`config.mk`:
```
export PLATFORM = sky130hd
export DESIGN_NAME = extirq_ctrl
export DESIGN_NICKNAME = d
export VERILOG_FILES = /design/src/rtl/extirq_pkg.sv /design/src/rtl/extirq_sync.sv /design/src/rtl/extirq_pend_cell.sv /design/src/rtl/extirq_regs.sv /design/src/rtl/extirq_ctrl.sv
export SDC_FILE = /design/constraint.sdc
export NUM_CORES = 1
export LEC_CHECK = 0
export ABC_AREA = 0
export CAP_MARGIN = 10
export CORE_ASPECT_RATIO = 1.1
export CORE_MARGIN = 5
export CORE_UTILIZATION = 50
export DETAILED_ROUTE_END_ITERATION = 12
export GPL_TIMING_DRIVEN = 1
export PLACE_DENSITY = 0.76
export SYNTH_ARGS = -nofsm -noshare
export SYNTH_HDL_FRONTEND = slang
export SYNTH_HIERARCHICAL = 1
export SYNTH_SLANG_ARGS = --single-unit
```
`constraint.sdc`:
```
create_clock -name clk -period 3.4 [get_ports clk]
set_input_delay 0.85 -clock clk [delete_from_list [all_inputs] [get_ports clk]]
set_output_delay 0.85 -clock clk [all_outputs]
set_load 0.05 [all_outputs]
```
`src/rtl/extirq_pkg.sv`:
```
package extirq_pkg;

    localparam int DATA_W   = 32;
    localparam int PRIO_W   = 4;
    localparam int MODE_BIT = 23;

    localparam logic [3:0] SNS_FALL   = 4'd0;
    localparam logic [3:0] SNS_RISE   = 4'd1;
    localparam logic [3:0] SNS_LVL_LO = 4'd2;
    localparam logic [3:0] SNS_LVL_HI = 4'd3;
    localparam logic [3:0] SNS_BOTH   = 4'd4;

    typedef enum logic [2:0] {
        RS_SENSE  = 3'd0,
        RS_PRIO   = 3'd1,
        RS_SOURCE = 3'd2,
        RS_MSET   = 3'd3,
        RS_MCLR   = 3'd4,
        RS_MODE   = 3'd5,
        RS_RSV6   = 3'd6,
        RS_RSV7   = 3'd7
    } reg_sel_e;

    typedef struct packed {
        logic fall;
        logic rise;
        logic lvl_lo;
        logic lvl_hi;
    } detect_sel_t;

    function automatic detect_sel_t decode_sense(input logic [3:0] code);
        detect_sel_t s;
        s.fall   = (code == SNS_FALL)   || (code == SNS_BOTH);
        s.rise   = (code == SNS_RISE)   || (code == SNS_BOTH);
        s.lvl_lo = (code == SNS_LVL_LO);
        s.lvl_hi = (code == SNS_LVL_HI);
        return s;
    endfunction

    function automatic int field_lsb(input int pin, input int width);
        return DATA_W - (pin + 1) * width;
    endfunction

    function automatic int bit_pos(input int pin, input int reg_w);
        return reg_w - 1 - pin;
    endfunction

endpackage

```
`src/rtl/extirq_sync.sv`:
```
module extirq_sync #(
    parameter int NUM_PINS = 8
) (
    input  logic                clk,
    input  logic                rst,
    input  logic [NUM_PINS-1:0] pins_i,
    output logic [NUM_PINS-1:0] lvl_o,
    output logic [NUM_PINS-1:0] prev_o
);

    for (genvar n = 0; n < NUM_PINS; n++) begin : g_pin
        logic meta_q, lvl_q, prev_q;

        always_ff @(posedge clk) begin
            if (rst) begin
                meta_q <= 1'b0;
                lvl_q  <= 1'b0;
                prev_q <= 1'b0;
            end else begin
                meta_q <= pins_i[n];
                lvl_q  <= meta_q;
                prev_q <= lvl_q;
            end
        end

        assign lvl_o[n]  = lvl_q;
        assign prev_o[n] = prev_q;
    end

endmodule

```
`src/rtl/extirq_pend_cell.sv`:
```
module extirq_pend_cell
    import extirq_pkg::*;
(
    input  logic        clk,
    input  logic        rst,
    input  detect_sel_t sel_i,
    input  logic        lvl_i,
    input  logic        prev_i,
    input  logic        clr_i,
    output logic        pend_o
);

    logic pend_q, pend_d;
    logic edge_hit, level_mode, level_active;

    always_comb begin
        edge_hit     = (sel_i.rise &  lvl_i & ~prev_i)
                     | (sel_i.fall & ~lvl_i &  prev_i);
        level_mode   = sel_i.lvl_hi | sel_i.lvl_lo;
        level_active = (sel_i.lvl_hi & lvl_i) | (sel_i.lvl_lo & ~lvl_i);
        if (level_mode) begin
            pend_d = level_active;
        end else begin
            pend_d = (pend_q & ~clr_i) | edge_hit;
        end
    end

    always_ff @(posedge clk) begin
        if (rst) pend_q <= 1'b0;
        else     pend_q <= pend_d;
    end

    assign pend_o = pend_q;

    // a selected transition always leaves the bit set
    a_r3_edge_sets: assert property (@(posedge clk) disable iff (rst)
        edge_hit |=> pend_q);

    // in a level mode the bit tracks the synchronised active level
    a_r5_level_tracks: assert property (@(posedge clk) disable iff (rst)
        level_mode |=> (pend_q == $past(level_active)));

    // a clear with no concurrent event empties the bit
    a_r6_clear_works: assert property (@(posedge clk) disable iff (rst)
        (clr_i && !level_mode && !edge_hit) |=> !pend_q);

    // with no mode selected the bit never rises
    a_r4_idle_code: assert property (@(posedge clk) disable iff (rst)
        (sel_i == '0 && !pend_q) |=> !pend_q);

endmodule

```
`src/rtl/extirq_regs.sv`:
```
module extirq_regs
    import extirq_pkg::*;
#(
    parameter int NUM_PINS = 8,
    parameter int SENSE_W  = 4,
    parameter int SRC_W    = 8
) (
    input  logic                  clk,
    input  logic                  rst,
    input  logic [2:0]            reg_addr,
    input  logic                  reg_we,
    input  logic [DATA_W-1:0]     reg_wdata,
    output logic [DATA_W-1:0]     reg_rdata,
    input  logic [NUM_PINS-1:0]   pend_i,
    output logic [NUM_PINS*4-1:0] sense_code_o,
    output logic [NUM_PINS-1:0]   prio_en_o,
    output logic [NUM_PINS-1:0]   mask_o,
    output logic [NUM_PINS-1:0]   clr_o,
    output logic                  indiv_mode_o
);

    reg_sel_e sel;
    assign sel = reg_sel_e'(reg_addr);

    logic [SENSE_W-1:0] sense_q [NUM_PINS];
    logic [PRIO_W-1:0]  prio_q  [NUM_PINS];
    logic [NUM_PINS-1:0] mask_q;
    logic               mode_q;

    logic wr_sense, wr_prio, wr_src, wr_mset, wr_mclr, wr_mode;
    assign wr_sense = reg_we && (sel == RS_SENSE);
    assign wr_prio  = reg_we && (sel == RS_PRIO);
    assign wr_src   = reg_we && (sel == RS_SOURCE);
    assign wr_mset  = reg_we && (sel == RS_MSET);
    assign wr_mclr  = reg_we && (sel == RS_MCLR);
    assign wr_mode  = reg_we && (sel == RS_MODE);

    for (genvar n = 0; n < NUM_PINS; n++) begin : g_field
        localparam int SNS_LSB = field_lsb(n, SENSE_W);
        localparam int PRI_LSB = field_lsb(n, PRIO_W);
        localparam int SRC_BIT = bit_pos(n, SRC_W);

        always_ff @(posedge clk) begin
            if (rst) begin
                sense_q[n] <= '0;
                prio_q[n]  <= '0;
                mask_q[n]  <= 1'b1;
            end else begin
                if (wr_sense) sense_q[n] <= reg_wdata[SNS_LSB +: SENSE_W];
                if (wr_prio)  prio_q[n]  <= reg_wdata[PRI_LSB +: PRIO_W];
                if (wr_mset && reg_wdata[SRC_BIT])      mask_q[n] <= 1'b1;
                else if (wr_mclr && reg_wdata[SRC_BIT]) mask_q[n] <= 1'b0;
            end
        end

        assign sense_code_o[n*4 +: 4] = 4'(sense_q[n]);
        assign prio_en_o[n]           = |prio_q[n];
        assign mask_o[n]              = mask_q[n];
        assign clr_o[n]               = wr_src && !reg_wdata[SRC_BIT];

        // a one written to mask-set masks the pin on the next cycle
        a_r7_mask_set: assert property (@(posedge clk) disable iff (rst)
            (wr_mset && reg_wdata[SRC_BIT]) |=> mask_q[n]);

        // a one written to mask-clear unmasks the pin on the next cycle
        a_r7_mask_clr: assert property (@(posedge clk) disable iff (rst)
            (wr_mclr && reg_wdata[SRC_BIT]) |=> !mask_q[n]);

        // a zero bit in either mask write keeps the mask state
        a_r7_zero_keeps: assert property (@(posedge clk) disable iff (rst)
            ((wr_mset || wr_mclr) && !reg_wdata[SRC_BIT]) |=> $stable(mask_q[n]));
    end

    always_ff @(posedge clk) begin
        if (rst)          mode_q <= 1'b0;
        else if (wr_mode) mode_q <= reg_wdata[MODE_BIT];
    end
    assign indiv_mode_o = mode_q;

    always_comb begin
        reg_rdata = '0;
        case (sel)
            RS_SENSE: begin
                for (int n = 0; n < NUM_PINS; n++)
                    reg_rdata[field_lsb(n, SENSE_W) +: SENSE_W] = sense_q[n];
            end
            RS_PRIO: begin
                for (int n = 0; n < NUM_PINS; n++)
                    reg_rdata[field_lsb(n, PRIO_W) +: PRIO_W] = prio_q[n];
            end
            RS_SOURCE: begin
                for (int n = 0; n < NUM_PINS; n++)
                    reg_rdata[bit_pos(n, SRC_W)] = pend_i[n];
            end
            RS_MODE:  reg_rdata[MODE_BIT] = mode_q;
            default:  reg_rdata = '0;
        endcase
    end

    // the write-only mask registers never return data
    a_r7_wo_reads_zero: assert property (@(posedge clk) disable iff (rst)
        (sel == RS_MSET || sel == RS_MCLR) |-> (reg_rdata == '0));

endmodule

```
`src/rtl/extirq_ctrl.sv`:
```
module extirq_ctrl
    import extirq_pkg::*;
#(
    parameter int NUM_PINS = 8,
    parameter int SENSE_W  = 4,
    parameter int SRC_W    = 8
) (
    input  logic                clk,
    input  logic                rst,
    input  logic [NUM_PINS-1:0] pins_i,
    input  logic [2:0]          reg_addr,
    input  logic                reg_we,
    input  logic [31:0]         reg_wdata,
    output logic [31:0]         reg_rdata,
    output logic [NUM_PINS-1:0] irq_o,
    output logic                irq_any_o
);

    logic [NUM_PINS-1:0]   lvl, prev, pend, prio_en, mask, clr, qual;
    logic [NUM_PINS*4-1:0] sense_code;
    logic                  indiv_mode;

    extirq_sync #(.NUM_PINS(NUM_PINS)) sync_i (
        .clk    (clk),
        .rst    (rst),
        .pins_i (pins_i),
        .lvl_o  (lvl),
        .prev_o (prev)
    );

    extirq_regs #(
        .NUM_PINS (NUM_PINS),
        .SENSE_W  (SENSE_W),
        .SRC_W    (SRC_W)
    ) regs_i (
        .clk          (clk),
        .rst          (rst),
        .reg_addr     (reg_addr),
        .reg_we       (reg_we),
        .reg_wdata    (reg_wdata),
        .reg_rdata    (reg_rdata),
        .pend_i       (pend),
        .sense_code_o (sense_code),
        .prio_en_o    (prio_en),
        .mask_o       (mask),
        .clr_o        (clr),
        .indiv_mode_o (indiv_mode)
    );

    for (genvar n = 0; n < NUM_PINS; n++) begin : g_cell
        extirq_pend_cell cell_i (
            .clk    (clk),
            .rst    (rst),
            .sel_i  (decode_sense(sense_code[n*4 +: 4])),
            .lvl_i  (lvl[n]),
            .prev_i (prev[n]),
            .clr_i  (clr[n]),
            .pend_o (pend[n])
        );
        assign qual[n] = pend[n] & ~mask[n] & prio_en[n];
    end

    assign irq_any_o = |qual;
    assign irq_o     = indiv_mode ? qual : '0;

    // the combined output never fires without some pending pin
    a_r9_any_needs_pend: assert property (@(posedge clk) disable iff (rst)
        irq_any_o |-> (pend != '0));

    // with the mode bit clear no per-pin output is driven
    a_r9_mode_gate: assert property (@(posedge clk) disable iff (rst)
        !indiv_mode |-> (irq_o == '0));

    // a masked or zero-priority pin is silent
    a_r8_gates: assert property (@(posedge clk) disable iff (rst)
        ((mask | ~prio_en) & irq_o) == '0);

endmodule

```
# Yosys cells after proc, flatten, opt, wreduce, memory -nomap -nowiden
# Memory sizes are Yosys's and may differ from the RTL's.
# Cells that the tools add are included.
[op_classes]
n_eq_ne = 37
mux = 37
n_bitwise = 152
reduce_logical = 80
[ops]
columns = ["op", "count"]
rows = [
  ["1-bit bitwise AND", 72],
  ["4-bit by 2-bit == test with 1-bit output, second input constant", 16],
  ["4-bit two-way mux", 16],
  ["1-bit OR", 48],
  ["4-bit by 1-bit == test with 1-bit output, second input constant", 8],
  ["4-bit by 3-bit == test with 1-bit output, second input constant", 8],
  ["4-bit zero test", 8],
  ["1-bit NOT", 32],
  ["4-bit OR reduction", 8],
  ["1-bit logical AND", 30],
  ["15-bit one-hot mux with 2 select lines", 1],
  ["8-bit one-hot mux with 3 select lines", 1],
  ["1-bit logical OR", 16],
  ["1-bit two-way mux", 16],
  ["8-bit one-hot mux with 2 select lines", 1],
  ["2-bit OR reduction", 8],
  ["1-bit zero test", 8],
  ["8-bit two-way mux", 1],
  ["8-bit OR reduction", 1],
  ["3-bit by 2-bit == test with 1-bit output, second input constant", 2],
  ["3-bit == test, second input constant", 2],
  ["3-bit by 1-bit == test with 1-bit output, second input constant", 1],
  ["3-bit zero test", 1],
  ["1-bit one-hot mux with 3 select lines", 1],
]
[word_totals]
register_bits = 41
mem_bits_rw = 64
output_inout_bits = 41
wordCells = 349
memories = 2
[memory_table]
columns = ["memory", "depth", "word_bits", "rd", "rd_ports_with_merged_regs", "write_ports", "line_no", "text"]
rows = [
  ["regs_i.prio_q", 8, 4, 8, 0, 8, "extirq_regs.sv:26", "logic [PRIO_W-1:0] prio_q [NUM_PINS];"],
  ["regs_i.sense_q", 8, 4, 8, 0, 8, "extirq_regs.sv:25", "logic [SENSE_W-1:0] sense_q [NUM_PINS];"],
]

# Depth between registers and ports, before layout
# Gate-level depths: netlist of the first run.
[logic_depth]
depth_word = 7
depth_mapped = 8
ltp_nobuf = 6

# Modules after synthesis
# Netlist of the first run, hierarchy kept.
[modules_own_cells]
columns = ["module", "n_inst", "cells_each", "area_per_inst_um2", "seq_area_each_um2"]
rows = [
  ["extirq_regs", 1, 262, 3350.7, 2102.0],
  ["extirq_sync", 1, 66, 813.3, 480.5],
  ["extirq_pend_cell", 8, 9, 83.8, 20.0],
  ["extirq_ctrl", 1, 61, 425.4, 0.0],
]

# Least setup slack after synthesis of the first run
# No wires, ideal clock.
[synth_path]
path_type = "input -> output"
from = "input port reg_addr[0]"
to = "output port reg_rdata[0]"
arrival_time_ns = 2.321
slack_ns = 0.229
path_stages = 5
cell_sequence = "buf_4 buf_4 mux2i_1 or2_2 a21oi_1"
[synth_between]
elab_chain_cells = 2
[synth_rtl]
columns = ["element", "line_no", "text"]
rows = [
  ["start: declaration", "extirq_ctrl.sv:11", "input logic [2:0] reg_addr,"],
  ["3-bit by 2-bit == test with 1-bit output, or another cell as far along", "extirq_regs.sv:82", "case (sel)"],
  ["8-bit one-hot mux with 3 select lines *", "extirq_regs.sv:82", ""],
  ["end: declaration", "extirq_ctrl.sv:14", "output logic [31:0] reg_rdata,"],
]
# Mark *: on every way between the ends. The rest lies on a longest branch, timed or not.

# Worst setup path after layout of the first run
[layout_path]
from = "input port reg_addr[1]"
to = "output port reg_rdata[6]"
# The elaborated chain is that of the path after synthesis.

==> results.toml, run 1 <==
[synthesis]
ys_async_sr_fraction_pct = 0
synth-main-ff-cell = "edfxtp_1"
synth_warnings = 6
synth_cell_types = 38
synth_commonest_cells = "64 x and2_1, 64 x edfxtp_1, 41 x dfxtp_1, 24 x nand2_1, 23 x a22o_1"
synth_area_mm2 = 0.005260
synthTopCellsByArea = "edfxtp_1 37%, dfxtp_1 16%, and2_1 7.6%, a22o_1 3.8%, buf_4 2.9%"
synth-edff-count = 64
synth_nets = 507
ys_seq_elements = 105
yosysSeqAreaShare_pct = 52.14
synth_largest_area_cell = "edfxtp_1"
synth_area_per_cell_um2 = 11.41
synth_top_area_share_pct = 36.54
postSynthCellCount = 461

[worst_setup_path]
critical_path_required_ns = 2.55
critPathCaptureType = "primary output"
cp_max_fo = 8
r2r_cells = 5
cp_data_arrival_time_ns = 2.43
start_kind = "input port"
r2r_start = "regs_i/sense_q[1][4]$_SDFFCE_PN0P_"
timing_worst_setup_path_type = "in2out"
critPathLaunch = "reg_addr[1]"

[pwr]
finalPower_mw = 3.154
power_density_mw_per_mm2 = 457.6
p_leak_nw = 2.441
ir_drop_mv = 0.2644

[timing]
timing_worst_slew_pin_value_ns = 0.5752
setup_violations = 0
fin_tns_setup_ns = 0
max_freq_mhz = 304.5
slew_violations = 0
rsz0062_at_grt = "false"
fin_crit_sh_pct = 96.58
slew_headroom_pct = 61.65
skew_ns = 0.008214
min_period_ns = 3.284
hold_viol_final = 0

[floorplan]
die_h_um = 117.6
rows = 39
start_util_pct = 50.85
io_pins = 87
core_area_mm2 = 0.01034
die_area_mm2 = 0.01267
fp.dieW_um = 107.8

[route]
drtAntennaViolNets = 0
viasPerCell = 5.617
drt_iter0_drc = 200
wire_per_inst_um = 18.33
dr.pass1.iters = 4
drc_errors = 0
routed_wl_um = 12630
via_count = 3870

[global_routing]
grt_antenna_before_repair = 0
grt_max_degree = 42
grt_pass1_vias = 3905
grtUsageTotal_pct = 20.13
overflow = 0
grt_pass1_wl_um = 19890

[placement]
io_buffers = 86
detailed_place_hpwl_um = 9038
place.gp.congestion = 0.8916

[worst_hold_path]
min_path_cells = 1
hold_start = "sync_i/g_pin[6].meta_q$_SDFF_PP0_"
min_path_type = "reg2reg"

[finish]
num-nets-final = 587
drive_gt1_share_pct = 20.88
area_delta_synth_final_pct = 31.04
n_antenna_cell = 0

[clock_tree]
clock_latency_ns = 0.35
cts_root_buffer = "clkbuf_16"
htree_levels = 3
cts.path.max_buffers = 2
cts.sinks = 105
clk_pin_slew_worst_paths_ns = 0.07
cts_buffers = 9
cts_tree = "built"

[outcome]
status = "finished clean"

[job]
drv_cap = 0
[flip-flops by register name (all words and copies together), names as in the netlist]
signal	flops
regs_i/mask_o	8
regs_i/prio_q	32
sync_i/g_pin.lvl_q	8
sync_i/g_pin.prev_q	8
g_cell.cell_i/pend_o	8
regs_i/indiv_mode_o	1
regs_i/sense_q	32
sync_i/g_pin.meta_q	8
[critical path, stage by stage]
cell and delay, ns:
clkdlybuf4s50_1 0.59, nor2b_1 0.23, buf_4 0.20, nand2_1 0.09, a21oi_1 0.29, buf_12 0.18
[layout make-up]
type                            count  area [um^2]
Tap cell                          143        178.9
Sequential cell                   105         2743
Clock buffer                        9        225.2
Clock inverter                      7        126.4
Fill cell                         818         3452
Multi-Input combinational cell    320         2292
Timing Repair Buffer              105         1328
[cells in the final DEF, fill, tap and decap left out, types with 19 or more instances in the layout]
cell	instances
nand2_1	24
clkdlybuf4s50_1	51
buf_4	19
edfxtp_1	64
a22o_1	23
buf_12	33
and2_1	64
nor2_1	20
dfxtp_1	41
[cells by family (layout without fill, tap and decap cells)]
logic type / Yosys count / in the layout / share of synthesized area (%)
xor gates and xnor gates: 8 / 8 / 1.332
muxes: 10 / 10 / 1.927
AOI/OAI and AO/OA: 70 / 70 / 11.96
DFF: 105 / 105 / 52.14
buffers and inverters: 36 / 121 / 4.424
and+or+nand+nor: 232 / 232 / 28.21
[power by group]
group	switching (mW)	internal (mW)
combinational	0.229	0.228
sequential	0.0652	1.42
clock	0.478	0.729
[final timing paths]
check                                                     endpoint  slack (ns)
worst max-delay path                                  reg_rdata[6]        0.12
worst min-delay path              sync_i/g_pin[6].lvl_q$_SDFF_PP0_        0.44
worst max register to register  g_cell[5].cell_i/pend_o$_SDFF_PP0_        1.86
worst min register to register    sync_i/g_pin[6].lvl_q$_SDFF_PP0_        0.44
[per-stage QoR]
| step | cells | instance area (um^2) | utilization (%) | worst slack [ns] | hold WS, ns |
|---|---|---|---|---|---|
| 2_1_floorplan | 461 | 5260 | - | 0.2294 | 0.4109 |
| 3_3_place_gp | 673 | 6535 | 63.17 | -0.02582 | 0.4197 |
| 3_5_place_dp | 673 | 6535 | 63.17 | -0.04289 | 0.4191 |
| 4_1_cts | 689 | 6893 | 66.63 | 0.1568 | 0.4468 |
| 5_1_grt | 689 | 6893 | 66.63 | 0.07080 | 0.4578 |
| 6_report | 689 | 6893 | 66.63 | 0.1162 | 0.4434 |
[timing repair]
action / 4_1_cts / 5_1_grt
setup endpoints to repair: 5 / 0
gates resized for setup: 3 / 0
hold buffers: 0 / 0
hold endpoints to repair: 0 / 0
buffers inserted: 0 / 0
[per-layer routing]
layer  global-route usage [%]  vias to the layer above  share of wire (%)
met5                        0                        -                  0
met4                    9.866                        0                2.5
met3                    3.072                       21                4.9
met2                    34.21                      119                 51
met1                    24.61                     1892                 42
li1                         -                     1838                  -
No activity file was read; power rests on OpenSTA's default activity.
==> inputs of run 2 (changes only) <==
--- a/config.mk
+++ b/config.mk
@@ -8,7 +8,6 @@
 export ABC_AREA = 0
 export CAP_MARGIN = 10
 export CORE_ASPECT_RATIO = 1.1
-export CORE_MARGIN = 5
 export CORE_UTILIZATION = 50
 export DETAILED_ROUTE_END_ITERATION = 12
 export GPL_TIMING_DRIVEN = 1
==> results.toml, run 2 (same netlist as run 1, synthesis figures left out) <==
[global_routing]
overflow = 0
grt_antenna_before_repair = 0
grt_pass1_wl_um = 19060
grtUsageTotal_pct = 23.00
grt_max_degree = 18
grt_pass1_vias = 3841

[route]
drtAntennaViolNets = 0
routed_wl_um = 11860
dr.pass1.iters = 4
drt_iter0_drc = 235
via_count = 3859
viasPerCell = 5.625
wire_per_inst_um = 17.29
drc_errors = 0

[finish]
final_cell_mix = "64 x and2_1, 64 x edfxtp_1, 52 x clkdlybuf4s50_1, 41 x dfxtp_1, 32 x buf_12"
fillers = 769
top_regs = "regs_i/prio_q: 32 flops, regs_i/sense_q: 32 flops"
n_antenna_cell = 0
num-nets-final = 587
drive_gt1_share_pct = 20.33
area_delta_synth_final_pct = 28.33

[worst_hold_path]
hold_start = "sync_i/g_pin[7].meta_q$_SDFF_PP0_"
hold_end = "sync_i/g_pin[7].lvl_q$_SDFF_PP0_"
min_path_cells = 1
min_path_type = "reg2reg"

[timing]
fin_tns_setup_ns = 0
slew_headroom_pct = 63.09
holdWs_ns = 0.4377
rsz0062_at_grt = "false"
slew_violations = 0
fin_crit_sh_pct = 96.29
skew_ns = 0.007338
max_freq_mhz = 305.4
min_period_ns = 3.274
setup_violations = 0
timing_worst_slew_pin_value_ns = 0.5459
hold_viol_final = 0

[pwr]
power_density_mw_per_mm2 = 416.9
p_leak_nw = 2.382
ir_drop_mv = 0.2208

[clock_tree]
cts_root_buffer = "clkbuf_8"
cts.sinks = 105
cts_resized = 0
clk_pin_slew_worst_paths_ns = 0.10
post-cts-setup-buffer-count = 0
cts.path.max_buffers = 2
htree_levels = 3
clock_latency_ns = 0.36
ctsHoldBuffers = 0
cts_tree = "built"
cts_buffers = 9

[worst_setup_path]
r2r_slack_ns = 1.84
cp_data_arrival_time_ns = 2.42
r2r_start = "regs_i/sense_q[0][12]$_SDFFCE_PN0P_"
critPathCaptureType = "primary output"
path_cells = "clkdlybuf4s50_1 -> nand2b_1 -> nor2_1 -> buf_4 -> a22o_1 -> buf_12"
crit_buf_inv = 3
critical_path_required_ns = 2.55
timing_worst_setup_path_type = "in2out"
slowest_stage = "clkdlybuf4s50_1"
cp_max_fo = 15
r2r_cells = 5
worst_path_largest_cell_delay_ns = 0.52
reg2reg_to = "g_cell[3].cell_i/pend_o$_SDFF_PP0_"
start_kind = "input port"
critPathLaunch = "reg_addr[1]"
crit_family = "buffers and inverters"

[outcome]
status = "finished clean"

[placement]
detailed_place_hpwl_um = 8805
place.gp.congestion = 0.8407
io_buffers = 86

[floorplan]
die_area_mm2 = 0.01094
rows = 38
core_area_mm2 = 0.01003
start_util_pct = 52.43
die_h_um = 109.6
fp.dieW_um = 99.80
io_pins = 87

[job]
drv_cap = 0
==> run 2: cell count changes in the layout (fill, tap and decap cells not counted), moves of 2 or more <==
cell	previous run	this run
clkbuf_8	0	11
clkbuf_16	9	0
a21oi_1	6	8
a21oi_2	2	0
==> run 2: metrics by stage <==
step | cell area (um^2) | utilization (%) | worst slack [ns] | instances | total power, mW
after global placement | 6519 | 64.98 | 0.1469 | 670 | 1.953
after CTS | 6750 | 67.29 | 0.1323 | 686 | 2.828
after floorplan | 5260 | - | 0.2294 | 461 | 1.753
final | 6750 | 67.29 | 0.1261 | 686 | 2.814
after global routing | 6750 | 67.29 | 0.01538 | 686 | 2.919
after detailed placement | 6519 | 64.98 | 0.1451 | 670 | 1.968
==> run 2: routing by layer <==
metal / wire (um) / share of wire [%] / global-route usage, %
met4: 299 / 2.5 / 11.76
met2: 5886 / 50 / 38.62
met1: 5069 / 43 / 28.95
met5: 0 / 0 / 0
met3: 608 / 5.1 / 3.497
==> run 2: worst max path at each step <==
stage | to | slack, ns | cells after the start
after detailed placement | reg_rdata[17] | 0.15 | 6
after global routing | reg_rdata[18] | 0.02 | 6
after global placement | reg_rdata[4] | 0.15 | 6
final | reg_rdata[17] | 0.13 | 6
after CTS | reg_rdata[17] | 0.13 | 6
after floorplan | reg_rdata[0] | 0.23 | 5
==> run 2: cell type report <==
type	instances	area, um^2	area share, %
Multi-Input combinational cell	320	2285	33.85
Clock buffer	12	155.1	2.298
Clock inverter	4	76.32	1.131
Sequential cell	105	2743	40.63
Timing Repair Buffer	105	1316	19.50
Tap cell	140	175.2	2.595
==> run 2: where the power goes <==
part | switching (mW) | internal, mW
Clock | 0.417 | 0.457
Combinational | 0.224 | 0.227
Sequential | 0.0654 | 1.42
